==> config.mk <==
export PLATFORM = sky130hd
export DESIGN_NAME = gpio_bank
export DESIGN_NICKNAME = d
export VERILOG_FILES = /design/src/rtl/gpio_bank_pkg.sv /design/src/rtl/gpio_bank_sync.sv /design/src/rtl/gpio_bank_regs.sv /design/src/rtl/gpio_bank_chg.sv /design/src/rtl/gpio_bank.sv
export SDC_FILE = /design/constraint.sdc
export NUM_CORES = 1
export LEC_CHECK = 0
export BUFFER_PORTS_ARGS = -buffer_cell sky130_fd_sc_hd__buf_4
export CORE_ASPECT_RATIO = 1.4
export CORE_MARGIN = 2
export CORE_UTILIZATION = 35
export DETAILED_ROUTE_END_ITERATION = 7
export GPL_TIMING_DRIVEN = 0
export PLACE_DENSITY_LB_ADDON = 0.2
export RECOVER_POWER = 100
export SYNTH_ARGS = -nofsm -noshare
export SYNTH_HDL_FRONTEND = slang
export SYNTH_SLANG_ARGS = --single-unit
==> constraint.sdc <==
create_clock -name clk -period 1.9 [get_ports clk]
set_input_delay 0.19 -clock clk [delete_from_list [all_inputs] [get_ports clk]]
set_output_delay 0.19 -clock clk [all_outputs]
set_load 0.05 [all_outputs]
==> src/rtl/gpio_bank_pkg.sv <==
package gpio_bank_pkg;
   // Register offsets; the bench and software both depend on them.
   localparam int OFF_PIN  = 0;
   localparam int OFF_DIR  = 1;
   localparam int OFF_DATA = 2;
   localparam int OFF_MASK = 3;
   localparam int OFF_FLAG = 4;
   localparam int NUM_REGS = 5;

   typedef enum logic {
      SYNC_RISE_RISE = 1'b0,
      SYNC_FALL_RISE = 1'b1
   } sync_kind_e;
endpackage

==> src/rtl/gpio_bank_sync.sv <==
module gpio_bank_sync #(
   parameter int                       WIDTH = 8,
   parameter gpio_bank_pkg::sync_kind_e KIND  = gpio_bank_pkg::SYNC_FALL_RISE
) (
   input  logic             clk,
   input  logic             rst,
   input  logic [WIDTH-1:0] raw,
   output logic [WIDTH-1:0] synced
);
   logic [WIDTH-1:0] stage1_q;
   logic [WIDTH-1:0] stage2_q;

   generate
      if (KIND == gpio_bank_pkg::SYNC_FALL_RISE) begin : g_half
         // First stage samples on the falling edge: 0.5..1.5 cycle latency.
         always_ff @(negedge clk) begin
            if (rst) stage1_q <= '0;
            else     stage1_q <= raw;
         end
      end else begin : g_full
         always_ff @(posedge clk) begin
            if (rst) stage1_q <= '0;
            else     stage1_q <= raw;
         end
      end
   endgenerate

   always_ff @(posedge clk) begin
      if (rst) stage2_q <= '0;
      else     stage2_q <= stage1_q;
   end

   assign synced = stage2_q;
endmodule

==> src/rtl/gpio_bank_regs.sv <==
module gpio_bank_regs #(
   parameter int WIDTH  = 8,
   parameter int ADDR_W = 3
) (
   input  logic              clk,
   input  logic              rst,
   input  logic [ADDR_W-1:0] addr,
   input  logic              we,
   input  logic [WIDTH-1:0]  wdata,
   input  logic [WIDTH-1:0]  pin_val,
   input  logic [WIDTH-1:0]  flag_val,
   output logic [WIDTH-1:0]  dir,
   output logic [WIDTH-1:0]  data,
   output logic [WIDTH-1:0]  mask,
   output logic [WIDTH-1:0]  flag_clr,
   output logic [WIDTH-1:0]  rdata
);
   localparam logic [ADDR_W-1:0] A_PIN  = ADDR_W'(gpio_bank_pkg::OFF_PIN);
   localparam logic [ADDR_W-1:0] A_DIR  = ADDR_W'(gpio_bank_pkg::OFF_DIR);
   localparam logic [ADDR_W-1:0] A_DATA = ADDR_W'(gpio_bank_pkg::OFF_DATA);
   localparam logic [ADDR_W-1:0] A_MASK = ADDR_W'(gpio_bank_pkg::OFF_MASK);
   localparam logic [ADDR_W-1:0] A_FLAG = ADDR_W'(gpio_bank_pkg::OFF_FLAG);

   logic [WIDTH-1:0] dir_q, data_q, mask_q;

   always_ff @(posedge clk) begin
      if (rst) begin
         dir_q  <= '0;
         data_q <= '0;
         mask_q <= '0;
      end else if (we) begin
         case (addr)
            A_PIN:   data_q <= data_q ^ wdata;
            A_DIR:   dir_q  <= wdata;
            A_DATA:  data_q <= wdata;
            A_MASK:  mask_q <= wdata;
            default: ;
         endcase
      end
   end

   assign flag_clr = (we && addr == A_FLAG) ? wdata : '0;

   always_comb begin
      case (addr)
         A_PIN:   rdata = pin_val;
         A_DIR:   rdata = dir_q;
         A_DATA:  rdata = data_q;
         A_MASK:  rdata = mask_q;
         A_FLAG:  rdata = flag_val;
         default: rdata = '0;
      endcase
   end

   assign dir  = dir_q;
   assign data = data_q;
   assign mask = mask_q;

   // unmapped addresses read zero
   always_comb begin
      if (!rst && addr >= ADDR_W'(gpio_bank_pkg::NUM_REGS))
         assert_unmapped_zero_R11: assert (rdata == '0);
   end

   // a toggle write leaves the direction register alone
   assert_toggle_keeps_dir_R4: assert property (@(posedge clk) disable iff (rst)
      (we && addr == A_PIN) |=> dir_q == $past(dir_q));
endmodule

==> src/rtl/gpio_bank_chg.sv <==
module gpio_bank_chg #(
   parameter int WIDTH = 8
) (
   input  logic             clk,
   input  logic             rst,
   input  logic [WIDTH-1:0] pin_val,
   input  logic [WIDTH-1:0] mask,
   input  logic [WIDTH-1:0] clr,
   output logic [WIDTH-1:0] flags
);
   logic [WIDTH-1:0] prev_q;
   logic [WIDTH-1:0] flag_q;
   logic [WIDTH-1:0] hit;

   always_ff @(posedge clk) begin
      if (rst) prev_q <= '0;
      else     prev_q <= pin_val;
   end

   assign hit = (pin_val ^ prev_q) & mask;

   genvar i;
   generate
      for (i = 0; i < WIDTH; i++) begin : g_bit
         // A new change wins over a clear in the same cycle.
         always_ff @(posedge clk) begin
            if (rst)         flag_q[i] <= 1'b0;
            else if (hit[i]) flag_q[i] <= 1'b1;
            else if (clr[i]) flag_q[i] <= 1'b0;
         end
      end
   endgenerate

   assign flags = flag_q;

   // a flag never rises on a bit whose mask was clear
   assert_flag_needs_mask_R8: assert property (@(posedge clk) disable iff (rst)
      1'b1 |=> ((flag_q & ~$past(flag_q) & ~$past(mask)) == '0));

   // a flag drops only after a clear request
   assert_flag_drop_cleared_R9: assert property (@(posedge clk) disable iff (rst)
      1'b1 |=> ((~flag_q & $past(flag_q) & ~$past(clr)) == '0));
endmodule

==> src/rtl/gpio_bank.sv <==
module gpio_bank #(
   parameter int                        WIDTH  = 8,
   parameter int                        ADDR_W = 3,
   parameter gpio_bank_pkg::sync_kind_e SYNC   = gpio_bank_pkg::SYNC_FALL_RISE
) (
   input  logic              clk,
   input  logic              rst,
   input  logic [ADDR_W-1:0] bus_addr,
   input  logic              bus_we,
   input  logic [WIDTH-1:0]  bus_wdata,
   output logic [WIDTH-1:0]  bus_rdata,
   input  logic              pull_disable,
   input  logic [WIDTH-1:0]  pad_in,
   output logic [WIDTH-1:0]  pad_out,
   output logic [WIDTH-1:0]  pad_oe,
   output logic [WIDTH-1:0]  pad_pu,
   output logic              irq
);
   initial begin
      assert_width_ok: assert (WIDTH >= 1 && WIDTH <= 32);
      assert_addr_fits: assert ((1 << ADDR_W) >= gpio_bank_pkg::NUM_REGS);
   end

   logic [WIDTH-1:0] pin_sync, dir, data, mask, flag_clr, flags;

   gpio_bank_sync #(.WIDTH(WIDTH), .KIND(SYNC)) u_sync (
      .clk(clk), .rst(rst), .raw(pad_in), .synced(pin_sync)
   );

   gpio_bank_regs #(.WIDTH(WIDTH), .ADDR_W(ADDR_W)) u_regs (
      .clk(clk), .rst(rst), .addr(bus_addr), .we(bus_we), .wdata(bus_wdata),
      .pin_val(pin_sync), .flag_val(flags), .dir(dir), .data(data),
      .mask(mask), .flag_clr(flag_clr), .rdata(bus_rdata)
   );

   gpio_bank_chg #(.WIDTH(WIDTH)) u_chg (
      .clk(clk), .rst(rst), .pin_val(pin_sync), .mask(mask),
      .clr(flag_clr), .flags(flags)
   );

   assign pad_out = data;
   assign pad_oe  = dir;
   assign pad_pu  = ~dir & data & {WIDTH{~pull_disable}};
   assign irq     = |flags;

   // a data write shows on driven pins after the accepting edge
   assert_drive_follows_R2: assert property (@(posedge clk) disable iff (rst)
      (bus_we && bus_addr == ADDR_W'(gpio_bank_pkg::OFF_DATA))
      |=> ((pad_out & pad_oe) == ($past(bus_wdata) & pad_oe)));

   // toggle write inverts exactly the bits written 1
   assert_toggle_R4: assert property (@(posedge clk) disable iff (rst)
      (bus_we && bus_addr == ADDR_W'(gpio_bank_pkg::OFF_PIN))
      |=> pad_out == ($past(pad_out) ^ $past(bus_wdata)));

   // global disable removes every pull-up request
   assert_pull_off_R5: assert property (@(posedge clk) disable iff (rst)
      pull_disable |-> pad_pu == '0);

   // no pull-up is requested on a driven pin
   assert_no_pull_on_output_R3: assert property (@(posedge clk) disable iff (rst)
      (pad_pu & pad_oe) == '0);
endmodule

# [After elaboration in Yosys (flattened, before gate mapping)]
# Cells that the tools add are included.
[word_totals] register_bits=56 inputBits=23 output_inout_bits=33 wordCells=59
[classes] reduce_logical=15 n_bitwise=7 n_mux=19 n_eq_ne=4
[op_table] cell="$pmux W8 S5" count=1
[op_table] cell="$and A8 B8 Y8" count=3
[op_table] cell="$reduce_bool A2 Y1" count=9
[op_table] cell="$mux W1" count=16
[op_table] cell="$pmux W8 S2" count=1
[op_table] cell="$xor A8 B8 Y8" count=2
[op_table] cell="$mux W8" count=1
[op_table] cell="$not A8 Y8" count=1
[op_table] cell="$reduce_or A8 Y1" count=1
[op_table] cell="$eq A3 B2 Y1 const B" count=2
[op_table] cell="$reduce_and A2 Y1" count=3
[op_table] cell="$eq A3 B1 Y1 const B" count=1
[op_table] cell="$eq A3 B3 Y1 const B" count=1
[op_table] cell="$logic_not A3 Y1" count=1
[op_table] cell="$logic_and A1 B1 Y1" count=1
[op_table] cell="$not A1 Y1" count=1

# [Longest topological paths before layout]
# Gate-level depths: netlist of the first run.
[depth] word_depth=5 ltp_mapped=5 ltp_nobuf=3

# [Modules after synthesis]
# Synthesis of the first run repeated with hierarchy kept, for this count alone.
[hier_totals] hier_cells=280 area_unflattened_um2=2751.4
[modules_own_cells] module="gpio_bank_regs" area_each_um2=1482.7 instances=1 seq_area_each_um2=480.5 cells_per_inst=176
[modules_own_cells] module="gpio_bank_chg" area_each_um2=673.1 instances=1 seq_area_each_um2=320.3 cells_per_inst=58
[modules_own_cells] module="gpio_bank_sync" area_each_um2=467.9 instances=1 seq_area_each_um2=320.3 cells_per_inst=34
[modules_own_cells] module="gpio_bank" area_each_um2=127.6 instances=1 seq_area_each_um2=0.0 cells_per_inst=12

==> summary.txt, run 1 <==
Hold path
  • Worst min-delay path class: in -> reg
  • Worst Hold Path Cells: 3
  • Hold_sp: bus_wdata[6]

Clock tree
  • CTS tree: done
  • Reg clk slew, reported paths: 0.11 ns
  • H-Tree Level Count: 2
  • Num CTS Buffers: 5
  • Clock buffer depth: 2
  • Worst-Skew Late Latency: 0.36 ns
  • CTS root buffer: clkbuf_8
  • CTS Sinks: 56

Yosys
  • Synth cell types: 29
  • Synth Net Count: 302
  • Post-synth top area share: 46.3%
  • Dominant cell type by area after synthesis: dfxtp_1
  • Yosys warns: 0
  • Sequential-to-total area share from yosys stat: 46.3%
  • Mapped Cells: 279
  • Synth Flop Type: dfxtp_1
  • Ranking of synthesized cells by area: dfxtp_1 46%, nor2b_1 6.7%, a21oi_1 6.2%
  • Synth top cells by count: 56 x dfxtp_1, 30 x a21oi_1, 26 x nor2b_1, 25 x nand2_1, 17 x o21ai_0
  • Most frequent cell after synthesis: dfxtp_1
  • Seq cells post-synth: 56
  • Area of the mapped netlist: 2420 um2
  • Avg Cell Area, Syn: 8.68 um2
  • Post-synth ARST share: 0%
  • Post-synth EDFFs: 0

Die
  • Die H: 102 um
  • Die Width: 74.3 um
  • Initial core utilization: 36.4%
  • Rows: 35
  • Core footprint: 6660 um2
  • IO Pins: 56
  • Total die area: 7610 um2

Critical path
  • Slowest stage delay, CP: 0.37 ns
  • Worst Path Buf+Inv: 4
  • Startpoint Class: input pin
  • CP Launch Point: bus_addr[0]
  • Critical path's top delay family: buffers and inverters
  • Critical path fanouts, max: 10
  • Reg2Reg Launch Point: u_sync.stage1_q[6]$_SDFF_NP0_
  • Critical-path cell list: buf_4, buf_2, nor2b_1, clkbuf_1, a22oi_1, o22ai_1, clkbuf_4
  • Worst reg2reg path depth: 1
  • Worst Setup End Kind: primary output
  • CP max stage cell: clkbuf_1
  • CP required: 1.71 ns
  • CP Depth: 7
  • CP Class: in -> out
  • Crit path arrival time: 1.62 ns

Routing
  • Antenna-violating nets left: 0
  • Final WL: 6800 um
  • Pre-Repair DR Iteration Count: 4
  • Vias per cell: 4.95
  • Vias: 2168
  • Detailed-route wire length per cell: 15.5 um
  • # DRC: 0
  • 1st-iter DRT viols: 243

Global routing
  • Grt ovf: 0
  • Vias in the first global route: 1977
  • First-pass GRT wire length: 10700 um
  • Initial antenna violation count: 0
  • Total Routing Usage GR: 18.8%
  • Pin count of the biggest net entering global routing: 18

Timing
  • Slew headroom: 22.1%
  • Final setup fails: 0
  • Achievable Freq: 552 MHz
  • RSZ-0062 raised after global routing: no
  • Pins Over Slew Limit: 0
  • Final period util: 95.4%
  • Slew @ Worst Pin: 1.17 ns
  • Clk_skew: 0.0603 ns
  • Tmin final: 1.81 ns
  • Final hold vios: 0

Power
  • Maximum VDD drop: 0.436 mV
  • Tot Pwr: 2240 uW
  • P per Cell Area: 750 nW/um2
  • Lkg Pwr: 0.00114 uW

Placed design
  • Gp weighted congestion: 0.874
  • DP HPWL: 4800 um
  • Port Buffers: 52

Cells and area
  • Share of layout cells above drive strength 1: 15.3%
  • Antenna Cells: 0
  • Fin util: 44.8%
  • Area growth from synthesis to layout: 23.2%
  • Nets@finish: 368

Flow run
  • Max-cap violations: 0

Status
  • Status: finished, final reports clean
-- final timing paths --
check,to,slack (ns)
worst max-delay path,bus_rdata[3],0.09
worst min-delay path,u_regs.mask[6]$_SDFFE_PP0P_,0.14
worst max register to register,u_sync.synced[6]$_SDFF_PP0_,0.38
worst min register to register,u_chg.flags[1]$_SDFFE_PP0P_,0.46
-- tightest hold or removal path, stage by stage --
cell and delay, ns:
buf_4 0.13, nand2_1 0.05, a21oi_1 0.05
-- power by group --
group / total [uW] / internal [uW] / switching [uW]
registers: 1230 / 1210 / 23.8
clock network: 708 / 283 / 425
logic: 296 / 99.7 / 196
total: 2240 / 1590 / 644
-- registers in the layout, indices dropped and copies added (netlist names) --
name / cells
u_regs.mask: 8
u_chg.flags: 8
u_sync.synced: 8
u_sync.stage1_q: 8
u_regs.dir: 8
u_chg.prev_q: 8
u_regs.data: 8
-- layout by cell type (no fill, tap or decap), drive strengths merged, types with 16 or more instances in the layout --
| cell type | netlist | final |
|---|---|---|
| nor3b | 16 | 16 |
| nand2 | 25 | 25 |
| a21oi | 30 | 30 |
| buf | 3 | 25 |
| nor2b | 26 | 26 |
| dfxtp | 56 | 56 |
| inv | 10 | 17 |
| clkbuf | 17 | 53 |
| nor2 | 16 | 16 |
| o21ai | 17 | 17 |
-- logic make-up (layout without fill, tap and decap cells) --
family	after synthesis	in the layout	share of synthesized area (%)
compound gates	62	62	13.9
xor+xnor	8	8	2.89
buf+inv	30	97	4.80
flops	56	56	46.3
mux	16	16	7.49
simple gates	107	107	24.6
-- layout make-up --
| type | instances | area, um2 |
|---|---|---|
| multi-input combinational | 193 | 1220 |
| clock buffer | 6 | 72.6 |
| clock inverter | 10 | 43.8 |
| inverter | 9 | 33.8 |
| tap | 92 | 115 |
| sequential | 56 | 1120 |
| fill | 731 | 3670 |
| buffer | 20 | 81.3 |
| timing repair buffer | 52 | 292 |
-- metal layers --
layer | vias to the layer above | GRT usage, % | routed length, um
met5 | - | 0 | 0
met4 | 0 | 7.01 | 136
met3 | 12 | 2.86 | 295
met2 | 65 | 29.7 | 3240
met1 | 1009 | 25.7 | 3120
li1 | 1082 | - | -
-- metrics by stage --
step	TNS (ns)	hold WS (ns)	setup slack, ns	std cells	area (um2)
2_1_floorplan	-0.431	0.326	-0.0886	279	2460
3_3_place_gp	-1.17	0.453	-0.256	423	2970
3_5_place_dp	-0.978	0.465	-0.240	423	2970
4_1_cts	0	0.136	0.0929	438	3080
5_1_grt	0	0.135	0.00903	438	2980
6_report	0	0.138	0.0872	438	2980
-- what timing repair did --
| action | in CTS | in global routing |
|---|---|---|
| hold buffers | 0 | 0 |
| resized for setup | 2 | 2 |
| setup endpoints to repair | 7 | 1 |
| buffers inserted | 0 | 0 |
Note: power is estimated with default switching activity, not from simulation.
==> run 2, diff against run 1 <==
Settings changed: CORE_MARGIN 2 to 4.
==> run 2 against run 1 <==
Effect of this change: non-clock buffer count did not move; largest cell class unchanged; first-iteration DRC count is 36% lower; critical path type unchanged; sequential power about the same; global-route usage fell by 3.2 points.
==> summary.txt, run 2 (synthesis gave the netlist of run 1 again) <==
Status
  • Status: finished, final reports clean

Die
  • Die H: 106 um
  • IO Pins: 56
  • Die Width: 78.3 um
  • Core footprint: 6660 um2
  • Initial core utilization: 36.4%
  • Rows: 35
  • Total die area: 8330 um2

Power
  • Tot Pwr: 2370 uW
  • Gate power share: 12.0%
  • Net Switching: 644 uW
  • Internal: 1730 uW
  • P per Cell Area: 787 nW/um2
  • Maximum VDD drop: 0.397 mV
  • Sw frac: 27.2%
  • Share of total power in sequential cells: 52.1%
  • Lkg Pwr: 0.00115 uW
  • Power share of the clock group: 36.0%

Placed design
  • DP HPWL: 4830 um
  • Port Buffers: 52
  • Placed cells: 423
  • Post-DP Area: 2970 um2
  • Gp weighted congestion: 0.895

Clock tree
  • Num CTS Buffers: 5
  • CTS Hold Bufs: 0
  • Post-CTS Setup Bufs: 0
  • H-Tree Level Count: 2
  • Reg clk slew, reported paths: 0.11 ns
  • Worst-Skew Late Latency: 0.36 ns
  • CTS tree: done
  • Clock buffer depth: 2
  • Resized Gates After CTS: 1
  • CTS root buffer: clkbuf_8
  • CTS Sinks: 56

Routing
  • Antenna-violating nets left: 0
  • DR WL met3: 324 um
  • Top Metal Used: met4
  • Detailed-route wire length per cell: 14.4 um
  • Vias per cell: 4.89
  • Pre-Repair DR Iteration Count: 4
  • Met2 wire len: 3070 um
  • Vias: 2144
  • 1st-iter DRT viols: 156
  • Final WL: 6290 um
  • # DRC: 0
  • Wl on met1: 2700 um

Critical path
  • Reg2Reg Launch Point: u_sync.stage1_q[5]$_SDFF_NP0_
  • Crit path arrival time: 1.59 ns
  • Slowest stage delay, CP: 0.31 ns
  • R2r setup slk: 0.38 ns
  • Critical path's top delay family: buffers and inverters
  • CP Class: in -> out
  • CP max stage cell: clkbuf_1
  • Worst Setup End Kind: primary output
  • Worst reg2reg path depth: 1
  • Critical-path cell list: buf_4, buf_2, nor2b_1, clkbuf_1, a22oi_1, o22ai_1, clkbuf_4
  • Startpoint Class: input pin
  • Worst r2r dst: u_sync.synced[5]$_SDFF_PP0_
  • Worst Path Buf+Inv: 4
  • Critical path fanouts, max: 10
  • CP required: 1.71 ns

Timing
  • Achievable Freq: 563 MHz
  • Pins Over Slew Limit: 0
  • Fin Hold WS: 0.147 ns
  • RSZ-0062 raised after global routing: no
  • Slew @ Worst Pin: 0.843 ns
  • Clk_skew: 0.0571 ns
  • Final hold vios: 0
  • Final period util: 93.5%
  • Tmin final: 1.78 ns
  • Final setup TNS: 0 ns
  • Final setup fails: 0
  • Slew headroom: 43.7%

Global routing
  • Total Routing Usage GR: 15.6%
  • First-pass GRT wire length: 10200 um
  • Initial antenna violation count: 0
  • Vias in the first global route: 2014
  • Pin count of the biggest net entering global routing: 18
  • Grt ovf: 0

Cells and area
  • Share of layout cells above drive strength 1: 15.9%
  • Multi-input gate area: 1220 um2
  • Antenna Cells: 0
  • Register area: 1120 um2
  • Cell Count, Final, Fillers Out: 438
  • Area growth from synthesis to layout: 24.3%
  • Most frequent cells in the layout: 56 x dfxtp_1, 41 x clkbuf_1, 30 x a21oi_1, 26 x nor2b_1, 25 x nand2_1
  • Most common cell after layout, fill and taps aside: dfxtp_1
  • Fin area: 3010 um2
  • Fillcell total: 713
  • Nets@finish: 368

Hold path
  • Worst min-delay path class: in -> reg
  • Worst Hold Path Cells: 3
  • Worst hold endpoint: u_regs.mask[7]$_SDFFE_PP0P_
  • Hold_sp: bus_wdata[7]

Flow run
  • Max-cap violations: 0
[run 2: stage by stage]
| stage | setup slack (ns) | utilization (%) |
|---|---|---|
| 2_1_floorplan | -0.0886 | - |
| 3_3_place_gp | -0.0517 | 44.6 |
| 3_5_place_dp | -0.0642 | 44.6 |
| 4_1_cts | 0.0619 | 46.7 |
| 5_1_grt | 0.0140 | 45.2 |
| 6_report | 0.123 | 45.2 |
[run 2: worst max-delay path by stage]
stage                startpoint      endpoint  cells past startpoint
finish              bus_addr[0]  bus_rdata[3]                      7
global route        bus_addr[0]  bus_rdata[3]                      7
CTS                 bus_addr[1]  bus_rdata[4]                      6
detailed placement  bus_addr[1]  bus_rdata[5]                      6
global placement    bus_addr[1]  bus_rdata[3]                      6
floorplan           bus_addr[1]  bus_rdata[3]                      5
[run 2: layout make-up]
type | instances | share of cell area (%)
well taps | 92 | 3.82
repair buffers | 52 | 9.68
clock buffers | 5 | 2.29
clock inverters | 11 | 2.49
multi-input cells | 193 | 40.7
flip-flops and latches | 56 | 37.2
plain buffers | 20 | 2.66
inverters | 9 | 1.12
[run 2: metal layers]
layer  vias up  GRT usage (%)
met5         -              0
met4         0           7.38
met3        16           3.14
met2        64           26.2
met1       982           19.0
li1       1082              -
[run 2: power groups by stage]
stage | Combinational (uW) | Clock, uW | Sequential, uW
2_1_floorplan | 157 | 29.2 | 1290
3_3_place_gp | 296 | 29.2 | 1260
3_5_place_dp | 299 | 29.2 | 1260
4_1_cts | 300 | 881 | 1230
5_1_grt | 309 | 932 | 1240
6_report | 284 | 853 | 1230
==> run 3, diff against run 2 <==
Settings changed: CAP_MARGIN set to 25, SYNTH_HIERARCHICAL set to 1.
==> run 3 against run 2 <==
Effect of this change: core utilization is 3.6 points lower; critical path depth is the same; largest cell class unchanged; routed wire length is 13% higher; sequential power barely moved; clock skew grew 0.0071 ns.
==> summary.txt, run 3 <==
Clock tree
  • Worst-Skew Late Latency: 0.36 ns
  • Clock buffer depth: 2
  • CTS tree: done
  • Reg clk slew, reported paths: 0.11 ns
  • Post-CTS Setup Bufs: 0
  • Resized Gates After CTS: 0
  • CTS Hold Bufs: 0
  • CTS root buffer: clkbuf_8
  • H-Tree Level Count: 2
  • Num CTS Buffers: 5
  • CTS Sinks: 56

Timing
  • Final setup TNS: 0 ns
  • Final setup fails: 0
  • Final hold vios: 0
  • Clk_skew: 0.0642 ns
  • Pins Over Slew Limit: 0
  • Achievable Freq: 583 MHz
  • Slew headroom: 22.9%
  • Final period util: 90.2%
  • Tmin final: 1.71 ns
  • Slew @ Worst Pin: 1.15 ns
  • RSZ-0062 raised after global routing: no

Yosys
  • Most frequent cell after synthesis: dfxtp_1
  • Post-synth EDFFs: 0
  • Synth Flop Type: dfxtp_1
  • Synth Net Count: 303
  • Dominant cell type by area after synthesis: dfxtp_1
  • Sequential-to-total area share from yosys stat: 40.7%
  • Seq cells post-synth: 56
  • Post-synth top area share: 40.7%
  • Ranking of synthesized cells by area: dfxtp_1 41%, mux2i_1 8.7%, o32ai_2 4.7%
  • Avg Cell Area, Syn: 9.83 um2
  • Synth top cells by count: 56 x dfxtp_1, 28 x nor2_1, 24 x mux2i_1, 17 x nand2_1
  • Synth cell types: 34
  • Post-synth ARST share: 0%
  • Mapped Cells: 280
  • Yosys warns: 6
  • Area of the mapped netlist: 2750 um2

Global routing
  • Total Routing Usage GR: 15.7%
  • Global Route met3 Usage: 3.64%
  • Initial antenna violation count: 0
  • Top Usage Layer GRT: met2
  • Pin count of the biggest net entering global routing: 20
  • First-pass GRT wire length: 11900 um
  • Met1 usage: 18.1%
  • Grt ovf: 0
  • GR Util met2: 28.5%
  • Vias in the first global route: 2319

Cells and area
  • Nets@finish: 371
  • Fin util: 41.7%
  • Most common cell after layout, fill and taps aside: dfxtp_1
  • Share of layout cells above drive strength 1: 22.6%
  • Area growth from synthesis to layout: 16.6%
  • Antenna Cells: 0
  • Fillcell total: 801
  • Most frequent cells in the layout: 56 x dfxtp_1, 31 x clkbuf_1, 28 x nor2_1, 24 x mux2i_1, 19 x buf_4

Power
  • Maximum VDD drop: 0.651 mV
  • P per Cell Area: 782 nW/um2
  • Lkg Pwr: 0.00128 uW

Routing
  • 1st-iter DRT viols: 79
  • Antenna-violating nets left: 0
  • Vias: 2254
  • Final WL: 7100 um
  • # DRC: 0
  • Vias per cell: 5.02
  • Pre-Repair DR Iteration Count: 5
  • Detailed-route wire length per cell: 15.8 um

Critical path
  • Slowest stage delay, CP: 0.28 ns
  • Critical path fanouts, max: 10
  • Critical-path cell list: clkbuf_1, buf_6, buf_6, mux2i_1, nor2_1, a211o_2, clkbuf_2
  • CP max stage cell: a211o_2
  • CP required: 1.71 ns
  • Crit path arrival time: 1.52 ns
  • Startpoint Class: input pin
  • Most used cell along the critical path: buf_6
  • Worst Setup End Kind: primary output
  • CP Class: in -> out

Die
  • Core footprint: 7700 um2
  • Initial core utilization: 35.7%
  • Total die area: 9360 um2
  • Rows: 38
  • Die H: 113 um
  • Die Width: 82.9 um
  • IO Pins: 56

Flow run
  • Max-cap violations: 0

Hold path
  • Worst min-delay path class: in -> reg

Status
  • Status: finished, final reports clean

Placed design
  • Gp weighted congestion: 0.805
  • DP HPWL: 5270 um
  • Port Buffers: 54
run 3: worst max-delay path, delay by kind of cell:
| kind | cells | cell delay, ns |
|---|---|---|
| buffers and inverters | 4 | 0.81 |
| muxes | 1 | 0.20 |
| AOI/OAI and AO/OA | 1 | 0.28 |
| and+or+nand+nor | 1 | 0.05 |
run 3: path summary, 6_finish.rpt:
check / startpoint / endpoint / slack (ns) / cells past startpoint
worst max-delay path: bus_addr[1] / bus_rdata[0] / 0.19 / 7
worst min-delay path: bus_wdata[0] / u_regs/mask[0]$_SDFFE_PP0P_ / 0.15 / 3
worst max register to register: u_sync/stage1_q[1]$_SDFF_NP0_ / u_sync/synced[1]$_SDFF_PP0_ / 0.34 / 1
worst min register to register: u_regs/mask[0]$_SDFFE_PP0P_ / u_regs/mask[0]$_SDFFE_PP0P_ / 0.49 / 2
run 3: final cells by class:
class / count / area (um2) / area share (%)
multi-input combinational: 197 / 1370 / 42.7
buffer: 18 / 128 / 3.98
inverter: 8 / 30.0 / 0.936
clock inverter: 11 / 81.3 / 2.53
sequential: 56 / 1120 / 34.9
clock buffer: 5 / 68.8 / 2.14
timing repair buffer: 54 / 285 / 8.89
tap: 100 / 125 / 3.90
run 3: stage by stage:
stage                     instance area, um2  hold WS [ns]  setup slack, ns  total power (uW)  cells
after global placement                  3280         0.468            0.166              1670    434
after detailed placement                3280         0.474            0.164              1680    434
final                                   3210         0.149            0.186              2510    449
after CTS                               3430         0.142            0.245              2570    449
after floorplan                         2750         0.259            0.286              1540    280
after global routing                    3210         0.148           0.0902              2620    449
run 3: kinds of logic (layout without fill, tap and decap cells):
family / Yosys count / in the layout / share of synthesized area [%]
flip-flops: 56 / 56 / 40.7
AND/OR/NAND/NOR: 121 / 121 / 28.9
XOR/XNOR: 8 / 8 / 2.55
AO/OA/AOI/OAI: 44 / 44 / 12.7
buffers and inverters: 27 / 96 / 6.37
multiplexers: 24 / 24 / 8.73
run 3: power breakdown:
part	total (uW)	switching (uW)	internal, uW
registers	1240	30.5	1210
logic	347	218	129
clock network	922	445	477
total	2510	694	1820
run 3: per-layer routing:
metal,up-vias,share of wire [%]
met4,0,1.7
li1,1102,-
met5,-,0
met1,1062,42
met2,80,51
met3,10,5.2
